[src/rtl/pwb_pkg.sv]
// Shared definitions for the posted-write window bridge.
// Assumes control register fields at fixed bit positions, as listed below.
package pwb_pkg;
    typedef enum logic [1:0] {
        CFG_CTRL = 2'd0,
        CFG_BASE = 2'd1,
        CFG_MASK = 2'd2
    } pwb_cfg_sel_e;

    localparam int CTRL_EN_BIT   = 31;
    localparam int CTRL_UNPK_BIT = 30;

    localparam logic [1:0] RESP_OKAY   = 2'b00;
    localparam logic [1:0] RESP_SLVERR = 2'b10;
endpackage

[src/rtl/pwb_window_regs.sv]
// Window register file and address matcher.
// Holds control/base/mask per window, reports a hit and the translated field
// of the lowest-numbered hitting window. Assumes ADDR_W >= TRANS_LO + TRANS_W.
module pwb_window_regs
    import pwb_pkg::*;
#(
    parameter int NWIN     = 2,
    parameter int ADDR_W   = 40,
    parameter int TRANS_W  = 16,
    parameter int WIN_W    = 1
) (
    input  logic               clk,
    input  logic               rst_n,
    input  logic               cfg_we,
    input  logic [WIN_W-1:0]   cfg_win,
    input  logic [1:0]         cfg_sel,
    input  logic [ADDR_W-1:0]  cfg_wdata,
    input  logic [ADDR_W-1:0]  addr,
    output logic               hit,
    output logic [TRANS_W-1:0] trans,
    output logic [NWIN-1:0]    unpack_en
);
    logic [NWIN-1:0]    en_q;
    logic [NWIN-1:0]    hit_vec;
    logic [TRANS_W-1:0] trans_q [NWIN];

    for (genvar w = 0; w < NWIN; w++) begin : g_win
        logic [ADDR_W-1:0] base_q;
        logic [ADDR_W-1:0] mask_q;
        logic              sel_me;

        assign sel_me = cfg_we && (cfg_win == WIN_W'(w));

        // Per-window register storage, cleared so the window starts disabled.
        always_ff @(posedge clk) begin
            if (!rst_n) begin
                en_q[w]      <= 1'b0;
                unpack_en[w] <= 1'b0;
                trans_q[w]   <= '0;
                base_q       <= '0;
                mask_q       <= '0;
            end else if (sel_me) begin
                case (cfg_sel)
                    CFG_CTRL: begin
                        en_q[w]      <= cfg_wdata[CTRL_EN_BIT];
                        unpack_en[w] <= cfg_wdata[CTRL_UNPK_BIT];
                        trans_q[w]   <= cfg_wdata[TRANS_W-1:0];
                    end
                    CFG_BASE: base_q <= cfg_wdata;
                    CFG_MASK: mask_q <= cfg_wdata;
                    default:  ;
                endcase
            end
        end

        // Masked compare of the incoming address against the window base.
        assign hit_vec[w] = en_q[w] && ((addr & mask_q) == (base_q & mask_q));
    end

    // Priority pick: lowest hitting window supplies the translation.
    always_comb begin
        trans = '0;
        for (int i = NWIN - 1; i >= 0; i--) begin
            if (hit_vec[i]) trans = trans_q[i];
        end
    end

    assign hit = |hit_vec;
endmodule

[src/rtl/pwb_np_tracker.sv]
// Outstanding non-posted write table.
// Allocates the lowest free slot for each non-posted write, keeps its AXI ID
// and releases the slot when the completion for that tag arrives.
// Assumes completions name only slots that are in use.
module pwb_np_tracker #(
    parameter int DEPTH = 4,
    parameter int ID_W  = 4,
    parameter int TAG_W = 2
) (
    input  logic             clk,
    input  logic             rst_n,
    input  logic             alloc,
    input  logic [ID_W-1:0]  alloc_id,
    output logic [TAG_W-1:0] alloc_tag,
    output logic             full,
    input  logic             release_i,
    input  logic [TAG_W-1:0] release_tag,
    output logic [ID_W-1:0]  release_id
);
    logic [DEPTH-1:0] busy_q;
    logic [ID_W-1:0]  id_q [DEPTH];

    // Find the lowest free slot.
    always_comb begin
        alloc_tag = '0;
        for (int i = DEPTH - 1; i >= 0; i--) begin
            if (!busy_q[i]) alloc_tag = TAG_W'(i);
        end
    end

    assign full       = &busy_q;
    assign release_id = id_q[release_tag];

    // Slot occupancy and ID storage.
    always_ff @(posedge clk) begin
        if (!rst_n) begin
            busy_q <= '0;
            for (int i = 0; i < DEPTH; i++) id_q[i] <= '0;
        end else begin
            for (int i = 0; i < DEPTH; i++) begin
                if (alloc && alloc_tag == TAG_W'(i)) begin
                    busy_q[i] <= 1'b1;
                    id_q[i]   <= alloc_id;
                end else if (release_i && release_tag == TAG_W'(i)) begin
                    busy_q[i] <= 1'b0;
                end
            end
        end
    end
endmodule

[src/rtl/pwb_bridge.sv]
// Posted-write window bridge top.
// Accepts one AW and one W beat together, classifies the address against the
// windows, forwards a command and produces B either at once (posted) or on
// completion (non-posted). Assumes single-beat writes and a link that accepts
// completions only when cpl_ready is high.
module pwb_bridge
    import pwb_pkg::*;
#(
    parameter int NWIN     = 2,
    parameter int ADDR_W   = 40,
    parameter int DATA_W   = 32,
    parameter int ID_W     = 4,
    parameter int NP_DEPTH = 4,
    parameter int TRANS_W  = 16,
    parameter int TRANS_LO = 24,
    localparam int WIN_W   = (NWIN > 1) ? $clog2(NWIN) : 1,
    localparam int TAG_W   = (NP_DEPTH > 1) ? $clog2(NP_DEPTH) : 1,
    localparam int STRB_W  = DATA_W / 8
) (
    input  logic              clk,
    input  logic              rst_n,
    input  logic              cfg_we,
    input  logic [WIN_W-1:0]  cfg_win,
    input  logic [1:0]        cfg_sel,
    input  logic [ADDR_W-1:0] cfg_wdata,
    output logic [NWIN-1:0]   unpack_en,
    input  logic              s_awvalid,
    output logic              s_awready,
    input  logic [ID_W-1:0]   s_awid,
    input  logic [ADDR_W-1:0] s_awaddr,
    input  logic              s_wvalid,
    output logic              s_wready,
    input  logic [DATA_W-1:0] s_wdata,
    input  logic [STRB_W-1:0] s_wstrb,
    output logic              s_bvalid,
    input  logic              s_bready,
    output logic [ID_W-1:0]   s_bid,
    output logic [1:0]        s_bresp,
    output logic              cmd_valid,
    input  logic              cmd_ready,
    output logic              cmd_posted,
    output logic [ADDR_W-1:0] cmd_addr,
    output logic [DATA_W-1:0] cmd_data,
    output logic [STRB_W-1:0] cmd_strb,
    output logic [TAG_W-1:0]  cmd_tag,
    input  logic              cpl_valid,
    output logic              cpl_ready,
    input  logic [TAG_W-1:0]  cpl_tag,
    input  logic              cpl_err
);
    logic               win_hit;
    logic [TRANS_W-1:0] win_trans;
    logic               np_full;
    logic [TAG_W-1:0]   np_tag;
    logic [ID_W-1:0]    cpl_id;
    logic               fire;
    logic               fire_post;
    logic               fire_np;
    logic               cpl_take;
    logic               b_pend_q;
    logic [ID_W-1:0]    b_id_q;
    logic [1:0]         b_resp_q;

    pwb_window_regs #(
        .NWIN(NWIN), .ADDR_W(ADDR_W), .TRANS_W(TRANS_W), .WIN_W(WIN_W)
    ) win_i (
        .clk(clk), .rst_n(rst_n),
        .cfg_we(cfg_we), .cfg_win(cfg_win), .cfg_sel(cfg_sel), .cfg_wdata(cfg_wdata),
        .addr(s_awaddr), .hit(win_hit), .trans(win_trans), .unpack_en(unpack_en)
    );

    pwb_np_tracker #(
        .DEPTH(NP_DEPTH), .ID_W(ID_W), .TAG_W(TAG_W)
    ) trk_i (
        .clk(clk), .rst_n(rst_n),
        .alloc(fire_np), .alloc_id(s_awid), .alloc_tag(np_tag), .full(np_full),
        .release_i(cpl_take), .release_tag(cpl_tag), .release_id(cpl_id)
    );

    // Command is offered once both beats are present and the path has room.
    always_comb begin
        cmd_valid = s_awvalid && s_wvalid &&
                    (win_hit ? (!b_pend_q && !cpl_valid) : !np_full);
    end

    assign fire      = cmd_valid && cmd_ready;
    assign s_awready = fire;
    assign s_wready  = fire;
    assign fire_post = fire && win_hit;
    assign fire_np   = fire && !win_hit;

    assign cpl_ready = !b_pend_q;
    assign cpl_take  = cpl_valid && cpl_ready;

    // Build the outgoing address, substituting the translated field on a hit.
    always_comb begin
        cmd_addr = s_awaddr;
        if (win_hit) cmd_addr[TRANS_LO +: TRANS_W] = win_trans;
    end

    assign cmd_posted = win_hit;
    assign cmd_data   = s_wdata;
    assign cmd_strb   = s_wstrb;
    assign cmd_tag    = np_tag;

    // Single B response register, loaded by a completion or a posted accept.
    always_ff @(posedge clk) begin
        if (!rst_n) begin
            b_pend_q <= 1'b0;
            b_id_q   <= '0;
            b_resp_q <= RESP_OKAY;
        end else if (cpl_take) begin
            b_pend_q <= 1'b1;
            b_id_q   <= cpl_id;
            b_resp_q <= cpl_err ? RESP_SLVERR : RESP_OKAY;
        end else if (fire_post) begin
            b_pend_q <= 1'b1;
            b_id_q   <= s_awid;
            b_resp_q <= RESP_OKAY;
        end else if (s_bready) begin
            b_pend_q <= 1'b0;
        end
    end

    assign s_bvalid = b_pend_q;
    assign s_bid    = b_id_q;
    assign s_bresp  = b_resp_q;
endmodule

[config.mk]
export PLATFORM = sky130hd
export DESIGN_NAME = pwb_bridge
export DESIGN_NICKNAME = d
export VERILOG_FILES = /design/src/rtl/pwb_pkg.sv /design/src/rtl/pwb_window_regs.sv /design/src/rtl/pwb_np_tracker.sv /design/src/rtl/pwb_bridge.sv
export SDC_FILE = /design/constraint.sdc
export NUM_CORES = 1
export LEC_CHECK = 0
export BUFFER_PORTS_ARGS = -buffer_cell sky130_fd_sc_hd__clkbuf_2
export CAP_MARGIN = 20
export CELL_PAD_IN_SITES_DETAIL_PLACEMENT = 0
export CELL_PAD_IN_SITES_GLOBAL_PLACEMENT = 1
export CORE_ASPECT_RATIO = 1.2
export CORE_MARGIN = 1.5
export CORE_UTILIZATION = 35
export DETAILED_ROUTE_END_ITERATION = 8
export HOLD_SLACK_MARGIN = 0.08
export PLACE_DENSITY_LB_ADDON = 0.1
export REMOVE_ABC_BUFFERS = 1
export SLEW_MARGIN = 0
export SYNTH_ARGS = -nofsm -noshare
export SYNTH_HDL_FRONTEND = slang
export SYNTH_SLANG_ARGS = --single-unit
[constraint.sdc]
create_clock -name clk -period 9.6 [get_ports clk]
set_input_delay 2.88 -clock clk [delete_from_list [all_inputs] [get_ports clk]]
set_output_delay 2.88 -clock clk [all_outputs]
set_load 0.01 [all_outputs]
==> results of run 1 <==
cell usage after synthesis (all sizes together) (2+ instances only):
master / n
mux4: 4
a21boi: 5
nand3: 6
xor2: 80
o21ai: 6
clkbuf: 60
o211ai: 2
and2: 32
a22o: 4
inv: 11
nand2: 347
and4: 4
nor2: 27
o311ai: 2
buf: 68
o31ai: 5
nor4: 20
nand2b: 4
a22oi: 65
nor2b: 5
mux2i: 16
or2: 2
nand4: 21
edfxtp: 48
dfxtp: 174
a21oi: 186
nor3: 2
final cells by class:
type / instances / area [um2] / area share, %
sequential: 222 / 4920 / 41.8
multi-input combinational: 852 / 4680 / 39.7
timing repair buffer: 164 / 851 / 7.23
clock buffer: 35 / 693 / 5.89
tap: 385 / 482 / 4.09
clock inverter: 9 / 95.1 / 0.808
inverter: 11 / 46.3 / 0.393
worst register-to-register path, cell delays in order (launching register included):
cell	delay, ns
sky130_fd_sc_hd__dfxtp_1	0.34
sky130_fd_sc_hd__xor2_1	0.46
sky130_fd_sc_hd__a22oi_1	0.14
sky130_fd_sc_hd__nand2_1	0.14
sky130_fd_sc_hd__nor2_1	0.06
sky130_fd_sc_hd__nand2_1	0.49
sky130_fd_sc_hd__buf_4	0.39
sky130_fd_sc_hd__nand3_1	0.58
sky130_fd_sc_hd__o31ai_1	0.82
state kept, by name, indices dropped and copies added, names as in the netlist:
name                flops
win_i.g_win.base_q     80
win_i.g_win.mask_q     80
win_i.trans_q          32
trk_i.id_q             16
s_bid                   4
trk_i.busy_q            4
win_i.en_q              2
win_i.unpack_en         2
s_bresp                 1
s_bvalid                1
power groups by stage:
stage	sequential (uW)	clock, uW	combinational (uW)
3_5_place_dp	1020	0	200
5_1_grt	1000	1010	216
6_report	998	940	198
3_3_place_gp	1020	0	200
4_1_cts	998	964	201
2_1_floorplan	1010	0	89.7
worst paths after layout:
kind | start | slack, ns | depth (start not counted) | to
setup / recovery | s_awaddr[39] | 1.13 | 9 | s_wready
hold reg to reg | win_i.g_win[1].mask_q[14] | 0.46 | 2 | win_i.g_win[1].mask_q[14]
setup reg to reg | win_i.g_win[0].base_q[0] | 5.82 | 8 | trk_i.id_q[3][3]
hold / removal | win_i.g_win[1].mask_q[14] | 0.46 | 2 | win_i.g_win[1].mask_q[14]
routing by layer:
metal,wire (um),share of wire [%],vias to the layer above,global-route usage (%)
li1,-,-,4216,-
met1,15800,43,4116,29.7
met2,17800,49,263,41.0
met3,2130,5.9,40,5.23
met4,663,1.8,0,5.33
met5,0,0,-,0
stage by stage:
| step | setup slack (ns) | hold slack (ns) | power, uW | util [%] |
|---|---|---|---|---|
| after global placement | 1.14 | 0.442 | 1220 | 38.0 |
| after floorplan | 1.77 | 0.436 | 1100 | - |
| final | 1.13 | 0.455 | 2140 | 40.7 |
| after CTS | 1.08 | 0.457 | 2160 | 40.7 |
| after detailed placement | 1.08 | 0.448 | 1220 | 38.0 |
| after global routing | 0.900 | 0.476 | 2220 | 40.7 |
kinds of logic after synthesis:
family	count (synthesis)
and+or+nand+nor	472
muxes	20
buffers and inverters	139
xor gates and xnor gates	80
DFF	222
AOI/OAI and AO/OA	279
other	1
==> flow_metrics.py, run 1 <==
metrics = {
    "floorplan": {
        "dieHeight_um": 191,
        "core_area_um2": 28900,
        "die_area_um2": 30500,
        "floorplan.initialDensity_pct": 35.7,
        "fp-row-count": 68,
        "die_width_um": 160,
        "floorplan.io_pins": 226,
    },
    "synthesis": {
        "synth.top_cells.by_area": "sky130_fd_sc_hd__dfxtp_1, sky130_fd_sc_hd__edfxtp_1, sky130_fd_sc_hd__nand2_1",
        "synth_top_area_cell": "sky130_fd_sc_hd__dfxtp_1",
        "synth_fa_ha_area_share_pct": 0,
        "synth.yosys.seq_area_share_pct": 47.7,
        "yosys_most_used_dff": "sky130_fd_sc_hd__dfxtp_1",
        "main_combinational_cell_family_by_area_after_synthesis": "simple AND/OR/NAND/NOR gates",
        "syn_avg_cell_area_um2": 8.51,
        "synth_mux_area_share_pct": 2.43,
        "synth_compound_gate_area_share_pct": 15.9,
        "postSynth.asyncResetShare_pct": 0,
        "synth_top_area_share_pct": 33.8,
        "synthSimpleGateAreaFrac_pct": 19.7,
        "netlist-cell-type-count": 40,
        "yosys_register_bits": 222,
        "synthXorXnorAreaFrac_pct": 6.79,
        "synth_cells": 1213,
        "post_synth_instance_area_um2": 10300,
        "yosys_warnings": 0,
        "synth_enable_flop_cells": 48,
    },
    "timing": {
        "rsz_0062_raised_after_global_routing": "false",
        "totalNegativeSetupSlack_ns": 0,
        "transition_at_the_pin_with_the_smallest_max_transition_slack_ns": 1.03,
        "slew_violations": 0,
        "timing.final.setup_violations": 0,
        "final.setup_skew_ns": 0.0162,
        "min_period_ns": 8.47,
        "fmax_mhz": 118,
        "final_min_period_over_clock_period_pct": 88.3,
        "maxSlewHeadroom_pct": 31.2,
        "number_of_hold_slack_violations_in_the_final_timing_report": 0,
    },
    "placed_design": {
        "dpl.cell_count": 1634,
        "port_buffers": 152,
        "dpl-instance-area_um2": 11000,
        "gpl.final_weighted_congestion": 0.845,
        "post-dp-hpwl_um": 25400,
    },
    "finish": {
        "layout.filler_cells": 3014,
        "finalNetCount": 1410,
        "share_of_layout_cells_above_drive_strength_1_pct": 16.8,
        "layout.cells.non_filler": 1678,
        "leading_cell_types_in_the_layout_fill_and_taps_excluded": "sky130_fd_sc_hd__nand2_1, sky130_fd_sc_hd__a21oi_1, sky130_fd_sc_hd__dfxtp_1, sky130_fd_sc_hd__clkbuf_2, sky130_fd_sc_hd__xor2_1",
        "final_area_um2": 11800,
        "area_growth_syn_to_layout_pct": 14.1,
        "layout_commonest_cell": "sky130_fd_sc_hd__nand2_1",
        "insertedDiodeCount": 0,
    },
    "clock_network": {
        "clock_buffers_created_by_tritoncts": 25,
        "cts_resized": 0,
        "clk_pin_slew_ns": 0.06,
        "clock_insertion_delay_worst_skew_ns": 0.52,
        "clock-root-buffer": "sky130_fd_sc_hd__clkbuf_16",
        "postCtsSetupBuffers": 0,
        "cts_max_path_buffers": 3,
        "cts_sinks": 222,
        "tritoncts": "yes",
        "number_of_h_tree_branching_levels": 1,
        "cts_hold_repair.buffers": 0,
    },
    "setup_path": {
        "critPathRequiredTime_ns": 6.72,
        "cp_slowest_stage_delay_ns": 0.49,
        "critPathArrivalTime_ns": 5.59,
        "critical_path.max_fanout": 16,
        "critical_path.most_common_cell": "sky130_fd_sc_hd__clkbuf_2",
        "highest_delay_cell_along_the_critical_path": "sky130_fd_sc_hd__a211o_1",
        "crit_buf_inv": 2,
        "path_class": "primary input to output pin",
        "cpLargestDelayFamily": "compound AO/OA/AOI/OAI gates",
        "critPathLaunchType": "primary input",
        "worst_setup_path_end_kind": "output pin",
        "cells_traversed_along_the_worst_timing_path": "clkbuf_2 > xor2_1 > a22oi_1 > nand4_1 > nor4_2 > nand2_1 > a211o_1 > a21oi_1 > clkbuf_2",
    },
    "global_routing": {
        "grt_first_pass_wirelength_um": 54000,
        "track_usage_pct": 23.6,
        "antenna_found_initial": 0,
        "vias_in_the_first_global_route": 8310,
        "grt_max_degree": 77,
        "overflow_left_after_global_routing": 0,
    },
    "routing": {
        "vias": 8635,
        "wl_per_cell_um": 21.7,
        "via_per_inst": 5.15,
        "drt_pass1_iterations": 5,
        "drc_violations_left": 0,
        "route.antenna.remaining_nets": 0,
        "drtIter0Drc": 667,
        "postRouteWirelength_um": 36400,
    },
    "pwr": {
        "pwr-share-seq_pct": 46.7,
        "leakagePower_uw": 0.00459,
        "pwr-share-comb_pct": 9.3,
        "power_switching_share_pct": 25.2,
        "internal-power_uw": 1600,
        "powerDensity_nw_per_um2": 181,
        "worst_ir_drop_vdd_mv": 0.133,
        "netSwitchingPower_uw": 537,
        "pwr-share-clk_pct": 44.0,
    },
    "hold_path": {
        "worstHoldPathType": "register to register",
    },
    "run": {
        "drv_cap": 0,
    },
    "outcome": {
        "run_status": "finished, final reports clean",
    },
}
No activity file was read; power rests on OpenSTA's default activity.
==> inputs of run 2 (changes only) <==
Settings changed: ABC_AREA set to 1, SYNTH_HIERARCHICAL set to 1.
==> run 2 against run 1 <==
  * Power up 2.1%
  * Highest routed layer unchanged
  * Combinational power increased by 5%
  * Clock-buffer cell count is 4 higher
  * Global-route usage fell by 3.8 points
  * Sequential share of layout area shrank 0.60 points
  * Clock power is 2.7% higher
  * Cell area is 1.4% higher
  * Final cell count is 14% higher
  * Routed wire length is 16% lower
==> flow_metrics.py, run 2 <==
metrics = {
    "finish": {
        "leading_cell_types_in_the_layout_fill_and_taps_excluded": "sky130_fd_sc_hd__nand2_1, sky130_fd_sc_hd__nor2_1, sky130_fd_sc_hd__o21ai_0, sky130_fd_sc_hd__dfxtp_1, sky130_fd_sc_hd__clkbuf_2",
        "share_of_layout_cells_above_drive_strength_1_pct": 15.2,
        "area_growth_syn_to_layout_pct": 13.7,
        "biggestRegsByFlops": "win_i/g_win.base_q: 80 flops, win_i/g_win.mask_q: 80 flops, win_i/trans_q: 32 flops",
        "layout_commonest_cell": "sky130_fd_sc_hd__nand2_1",
        "finalNetCount": 1640,
    },
    "run": {
        "drv_cap": 0,
    },
    "synthesis": {
        "synth.top_cells.by_area": "sky130_fd_sc_hd__dfxtp_1, sky130_fd_sc_hd__edfxtp_1, sky130_fd_sc_hd__nand2_1",
        "yosys_most_used_dff": "sky130_fd_sc_hd__dfxtp_1",
        "synth_top_area_cell": "sky130_fd_sc_hd__dfxtp_1",
        "yosys_register_bits": 222,
        "synth_enable_flop_cells": 48,
        "yosys_warnings": 6,
        "synth.yosys.seq_area_share_pct": 46.9,
        "synth_cells": 1440,
        "most_frequent_cell_after_synthesis": "sky130_fd_sc_hd__nand2_1",
        "post_synth_instance_area_um2": 10500,
        "synth_top_area_share_pct": 33.2,
        "syn_avg_cell_area_um2": 7.29,
        "postSynth.asyncResetShare_pct": 0,
        "synth_commonest_cells": "sky130_fd_sc_hd__nand2_1, sky130_fd_sc_hd__nor2_1, sky130_fd_sc_hd__o21ai_0",
        "netlist-cell-type-count": 36,
    },
    "setup_path": {
        "worst_setup_path_end_kind": "output pin",
        "reg2reg_from": "win_i/g_win[0].base_q[13]",
        "critical_path.max_fanout": 18,
        "critPathArrivalTime_ns": 5.30,
        "setup.reg_to_reg.worst_slack_ns": 6.06,
        "path_class": "primary input to output pin",
        "critPathRequiredTime_ns": 6.72,
        "worstReg2RegEnd": "trk_i/id_q[3][2]",
        "r2r_cells": 15,
        "critPathLaunchType": "primary input",
    },
    "floorplan": {
        "core_area_um2": 29600,
        "die_area_um2": 31100,
        "floorplan.initialDensity_pct": 35.5,
        "floorplan.io_pins": 226,
        "dieHeight_um": 193,
        "die_width_um": 161,
        "fp-row-count": 69,
    },
    "timing": {
        "rsz_0062_raised_after_global_routing": "false",
        "maxSlewHeadroom_pct": 31.4,
        "fmax_mhz": 122,
        "slew_violations": 0,
        "min_period_ns": 8.18,
        "number_of_hold_slack_violations_in_the_final_timing_report": 0,
        "transition_at_the_pin_with_the_smallest_max_transition_slack_ns": 1.03,
        "timing.final.setup_violations": 0,
        "hold-worst-slack_ns": 0.468,
        "totalNegativeSetupSlack_ns": 0,
        "final_min_period_over_clock_period_pct": 85.2,
        "final.setup_skew_ns": 0.0149,
        "postLayoutSetupSlackWorst_ns": 1.42,
    },
    "pwr": {
        "worst_ir_drop_vdd_mv": 0.0925,
        "leakagePower_uw": 0.00528,
        "powerDensity_nw_per_um2": 183,
    },
    "hold_path": {
        "worst_hold_path.num_cells": 2,
        "min_to": "win_i/g_win[1].base_q[13]",
        "worstHoldPathType": "register to register",
        "min_from": "win_i/g_win[1].base_q[13]",
    },
    "routing": {
        "via_per_inst": 4.73,
        "postRouteWirelength_um": 30700,
        "vias": 9076,
        "drt_pass1_iterations": 5,
        "route.antenna.remaining_nets": 0,
        "wl_per_cell_um": 16.0,
        "drtIter0Drc": 451,
        "drc_violations_left": 0,
    },
    "clock_network": {
        "cts_sinks": 222,
        "clock_buffers_created_by_tritoncts": 26,
        "cts_max_path_buffers": 3,
        "clock-root-buffer": "sky130_fd_sc_hd__clkbuf_16",
        "cts_resized": 0,
        "postCtsSetupBuffers": 0,
        "number_of_h_tree_branching_levels": 1,
        "clock_insertion_delay_worst_skew_ns": 0.53,
        "cts_hold_repair.buffers": 0,
        "clk_pin_slew_ns": 0.06,
        "tritoncts": "yes",
    },
    "global_routing": {
        "grt_max_degree": 93,
        "track_usage_pct": 19.8,
        "antenna_found_initial": 1,
        "overflow_left_after_global_routing": 0,
        "grt_first_pass_wirelength_um": 47700,
        "vias_in_the_first_global_route": 8590,
    },
    "placed_design": {
        "gpl.final_weighted_congestion": 0.738,
        "place_worst_setup_slack_ns": 1.35,
        "port_buffers": 152,
        "post-dp-hpwl_um": 20500,
    },
    "outcome": {
        "run_status": "finished, final reports clean",
    },
}
[run 2: worst max-delay path, cell delays in order]
cell and delay, ns:
sky130_fd_sc_hd__clkbuf_2 0.12, sky130_fd_sc_hd__or2_1 0.21, sky130_fd_sc_hd__nand3_1 0.07, sky130_fd_sc_hd__nand2_1 0.05
sky130_fd_sc_hd__nor2_1 0.16, sky130_fd_sc_hd__nand2_1 0.12, sky130_fd_sc_hd__nor2_4 0.37, sky130_fd_sc_hd__nand3_4 0.33
sky130_fd_sc_hd__o21ai_2 0.21, sky130_fd_sc_hd__inv_6 0.15, sky130_fd_sc_hd__a21oi_4 0.19, sky130_fd_sc_hd__o21a_1 0.15
sky130_fd_sc_hd__nand2_1 0.07, sky130_fd_sc_hd__inv_1 0.07, sky130_fd_sc_hd__clkbuf_2 0.13
[run 2: final cells by class]
cell class / instances / area, um2
tap: 390 / 488
fill: 3189 / 17700
antenna: 1 / 2.50
sequential: 222 / 4920
clock inverter: 9 / 68.8
timing repair buffer: 162 / 838
inverter: 137 / 520
clock buffer: 39 / 764
multi-input combinational: 957 / 4330
[run 2: cell families after synthesis]
group                  after synthesis  synth area share (%)
other                                1                0.0357
DFF                                222                  46.9
and+or+nand+nor                    654                  26.3
buffers and inverters              261                  11.9
AOI/OAI and AO/OA                  302                  14.8
[run 2: metal layers]
metal	wire (um)	GRT usage [%]
met1	13700	25.0
met2	14700	34.3
met3	1820	4.71
met4	435	4.10
met5	0	0.162
[run 2: where the power goes]
part	switching [uW]	leakage (uW)	internal (uW)	total [uW]
logic	140	0.00298	67.5	207
clock network	391	0.000409	574	965
registers	17.6	0.00189	992	1010
total	548	0.00528	1630	2180
[run 2: worst max-delay path by stage]
stage | from | to | slack [ns] | cells after the start
after floorplan | s_awaddr[37] | s_awready | 1.28 | 14
after global placement | s_awaddr[13] | s_wready | 1.41 | 15
after detailed placement | s_awaddr[13] | s_awready | 1.35 | 15
after CTS | s_awaddr[13] | s_awready | 1.35 | 15
after global routing | s_awaddr[31] | s_wready | 1.13 | 15
final | s_awaddr[13] | s_wready | 1.42 | 15
[run 2: stage by stage]
step                area, um2  instances  total power [uW]  utilization, %
global route            11900       1917              2290            40.3
finish                  11900       1917              2180            40.3
detailed placement      11100       1868              1240            37.5
global placement        11100       1868              1240            37.5
CTS                     11900       1916              2220            40.3
floorplan                9770       1316              1130               -
==> inputs of run 3 (changes only) <==
Settings changed: BUFFER_PORTS_ARGS -buffer_cell sky130_fd_sc_hd__clkbuf_2 to not set, DONT_BUFFER_PORTS set to 1, TNS_END_PERCENT set to 5.
==> run 3 against run 2 <==
  * Combinational power is 30% lower
  * Largest cell class unchanged
  * Via count decreased by 5.0%
  * Final cell count shrank 8.2%
  * Utilization shrank 2.6 points
  * Register-to-register slack got worse by 0.36 ns
  * Setup slack worse by 0.20 ns
==> flow_metrics.py, run 3 (same netlist as run 2, synthesis figures left out) <==
metrics = {
    "floorplan": {
        "fp-row-count": 69,
        "floorplan.io_pins": 226,
        "die_area_um2": 31100,
        "core_area_um2": 29600,
        "dieHeight_um": 193,
        "die_width_um": 161,
        "floorplan.initialDensity_pct": 35.5,
    },
    "setup_path": {
        "critical_path.max_fanout": 18,
        "crit_buf_inv": 3,
        "cells_traversed_along_the_worst_timing_path": "inv_1 > nand2_1 > nand3_1 > nand2_1 > nor2_1 > nand2_1 > nor2_2 > nand3_4 > o21ai_2 > inv_6 > a21oi_4 > o21a_1 > nand2_1 > inv_1",
        "critPathArrivalTime_ns": 5.50,
        "critical_path.most_common_cell": "sky130_fd_sc_hd__nand2_1",
        "cpLargestDelayFamily": "simple AND/OR/NAND/NOR gates",
        "cp_slowest_stage_delay_ns": 0.66,
        "critPathLaunchType": "primary input",
        "worst_setup_path_end_kind": "output pin",
        "highest_delay_cell_along_the_critical_path": "sky130_fd_sc_hd__nor2_2",
        "path_class": "primary input to output pin",
        "critPathRequiredTime_ns": 6.72,
    },
    "timing": {
        "transition_at_the_pin_with_the_smallest_max_transition_slack_ns": 1.03,
        "min_period_ns": 8.38,
        "timing.final.setup_violations": 0,
        "final.setup_skew_ns": 0.00963,
        "slew_violations": 0,
        "number_of_hold_slack_violations_in_the_final_timing_report": 0,
        "maxSlewHeadroom_pct": 31.1,
        "rsz_0062_raised_after_global_routing": "false",
        "totalNegativeSetupSlack_ns": 0,
        "final_min_period_over_clock_period_pct": 87.3,
        "fmax_mhz": 119,
    },
    "finish": {
        "finalNetCount": 1485,
        "layout.filler_cells": 3208,
        "layout_commonest_cell": "sky130_fd_sc_hd__nand2_1",
        "biggestRegsByFlops": "win_i/g_win.base_q: 80 flops, win_i/g_win.mask_q: 80 flops, win_i/trans_q: 32 flops",
        "leading_cell_types_in_the_layout_fill_and_taps_excluded": "sky130_fd_sc_hd__nand2_1, sky130_fd_sc_hd__nor2_1, sky130_fd_sc_hd__o21ai_0, sky130_fd_sc_hd__dfxtp_1, sky130_fd_sc_hd__inv_1",
        "insertedDiodeCount": 0,
        "final_core_utilization_pct": 37.7,
        "share_of_layout_cells_above_drive_strength_1_pct": 5.92,
        "area_growth_syn_to_layout_pct": 6.31,
    },
    "routing": {
        "postRouteWirelength_um": 30200,
        "via_per_inst": 4.90,
        "met3_wirelength_um": 2140,
        "drc_violations_left": 0,
        "wl_per_cell_um": 17.2,
        "route.antenna.remaining_nets": 0,
        "topRoutingLayerUsed": "met4",
        "routed-wl-met2_um": 14800,
        "drtIter0Drc": 407,
        "vias": 8623,
        "drt_pass1_iterations": 4,
        "met1Wirelength_um": 12900,
    },
    "global_routing": {
        "grt_first_pass_wirelength_um": 46700,
        "antenna_found_initial": 0,
        "vias_in_the_first_global_route": 8350,
        "grt_max_degree": 185,
        "track_usage_pct": 19.5,
        "overflow_left_after_global_routing": 0,
    },
    "run": {
        "drv_cap": 0,
    },
    "hold_path": {
        "worstHoldPathType": "register to register",
    },
    "clock_network": {
        "postCtsSetupBuffers": 0,
        "clk_pin_slew_ns": 0.06,
        "cts_hold_repair.buffers": 0,
        "tritoncts": "yes",
        "clock_buffers_created_by_tritoncts": 25,
        "cts_max_path_buffers": 3,
        "clock_insertion_delay_worst_skew_ns": 0.51,
        "cts_resized": 0,
        "number_of_h_tree_branching_levels": 1,
        "clock-root-buffer": "sky130_fd_sc_hd__clkbuf_16",
        "cts_sinks": 222,
    },
    "placed_design": {
        "port_buffers": 0,
        "gpl.final_weighted_congestion": 0.731,
        "post-dp-hpwl_um": 20300,
    },
    "pwr": {
        "powerDensity_nw_per_um2": 191,
        "leakagePower_uw": 0.00465,
        "worst_ir_drop_vdd_mv": 0.145,
        "total_power_uw": 2130,
    },
    "outcome": {
        "run_status": "finished, final reports clean",
    },
}
[run 3: changes by cell type in the layout (fill, tap and decap cells not counted), sizes merged]
cell | previous run | this run
clkbuf | 190 | 31
clkinvlp | 1 | 0
buf | 11 | 8
bufinv | 1 | 3
diode | 1 | 0
clkinv | 8 | 12
[run 3: path summary, 6_finish.rpt]
| path | cells after the start | slack [ns] | start | end |
|---|---|---|---|---|
| worst max-delay path | 14 | 1.22 | s_awaddr[30] | s_awready |
| worst min-delay path | 2 | 0.47 | win_i/g_win[1].base_q[19] | win_i/g_win[1].base_q[19] |
| worst max register to register | 16 | 5.70 | win_i/g_win[0].base_q[26] | trk_i/id_q[3][3] |
| worst min register to register | 2 | 0.47 | win_i/g_win[1].base_q[19] | win_i/g_win[1].base_q[19] |
[run 3: area by class of cell]
cell class	count	area, um2	share of cell area [%]
flip-flops and latches	222	4920	44.1
multi-input cells	957	4330	38.8
clock buffers	31	698	6.25
inverters	137	520	4.66
well taps	390	488	4.37
clock inverters	14	141	1.27
repair buffers	8	60.1	0.538
[run 3: layer usage]
metal | GRT usage, % | vias to the layer above
li1 | - | 4411
met1 | 23.6 | 3973
met2 | 34.3 | 211
met3 | 5.85 | 28
met4 | 3.38 | 0
met5 | 0.162 | -
[run 3: where the power goes]
group          switching (uW)  internal [uW]  leakage [uW]
Combinational             101           44.1       0.00234
Clock                     383            592      0.000424
Sequential               18.9            992       0.00189
[run 3: metrics by stage]
step	std cells	setup slack, ns	hold slack, ns	area (um2)
after floorplan	1316	1.28	0.443	9770
after global placement	1714	1.27	0.453	10300
after detailed placement	1714	1.23	0.458	10300
after CTS	1759	1.23	0.468	11200
after global routing	1759	0.980	0.484	11200
final	1759	1.22	0.468	11200
[run 3: worst min-delay path, cell delays in order, from the launching register on]
cell and delay [ns]:
sky130_fd_sc_hd__dfxtp_1 0.31, sky130_fd_sc_hd__inv_1 0.06, sky130_fd_sc_hd__a21oi_1 0.05
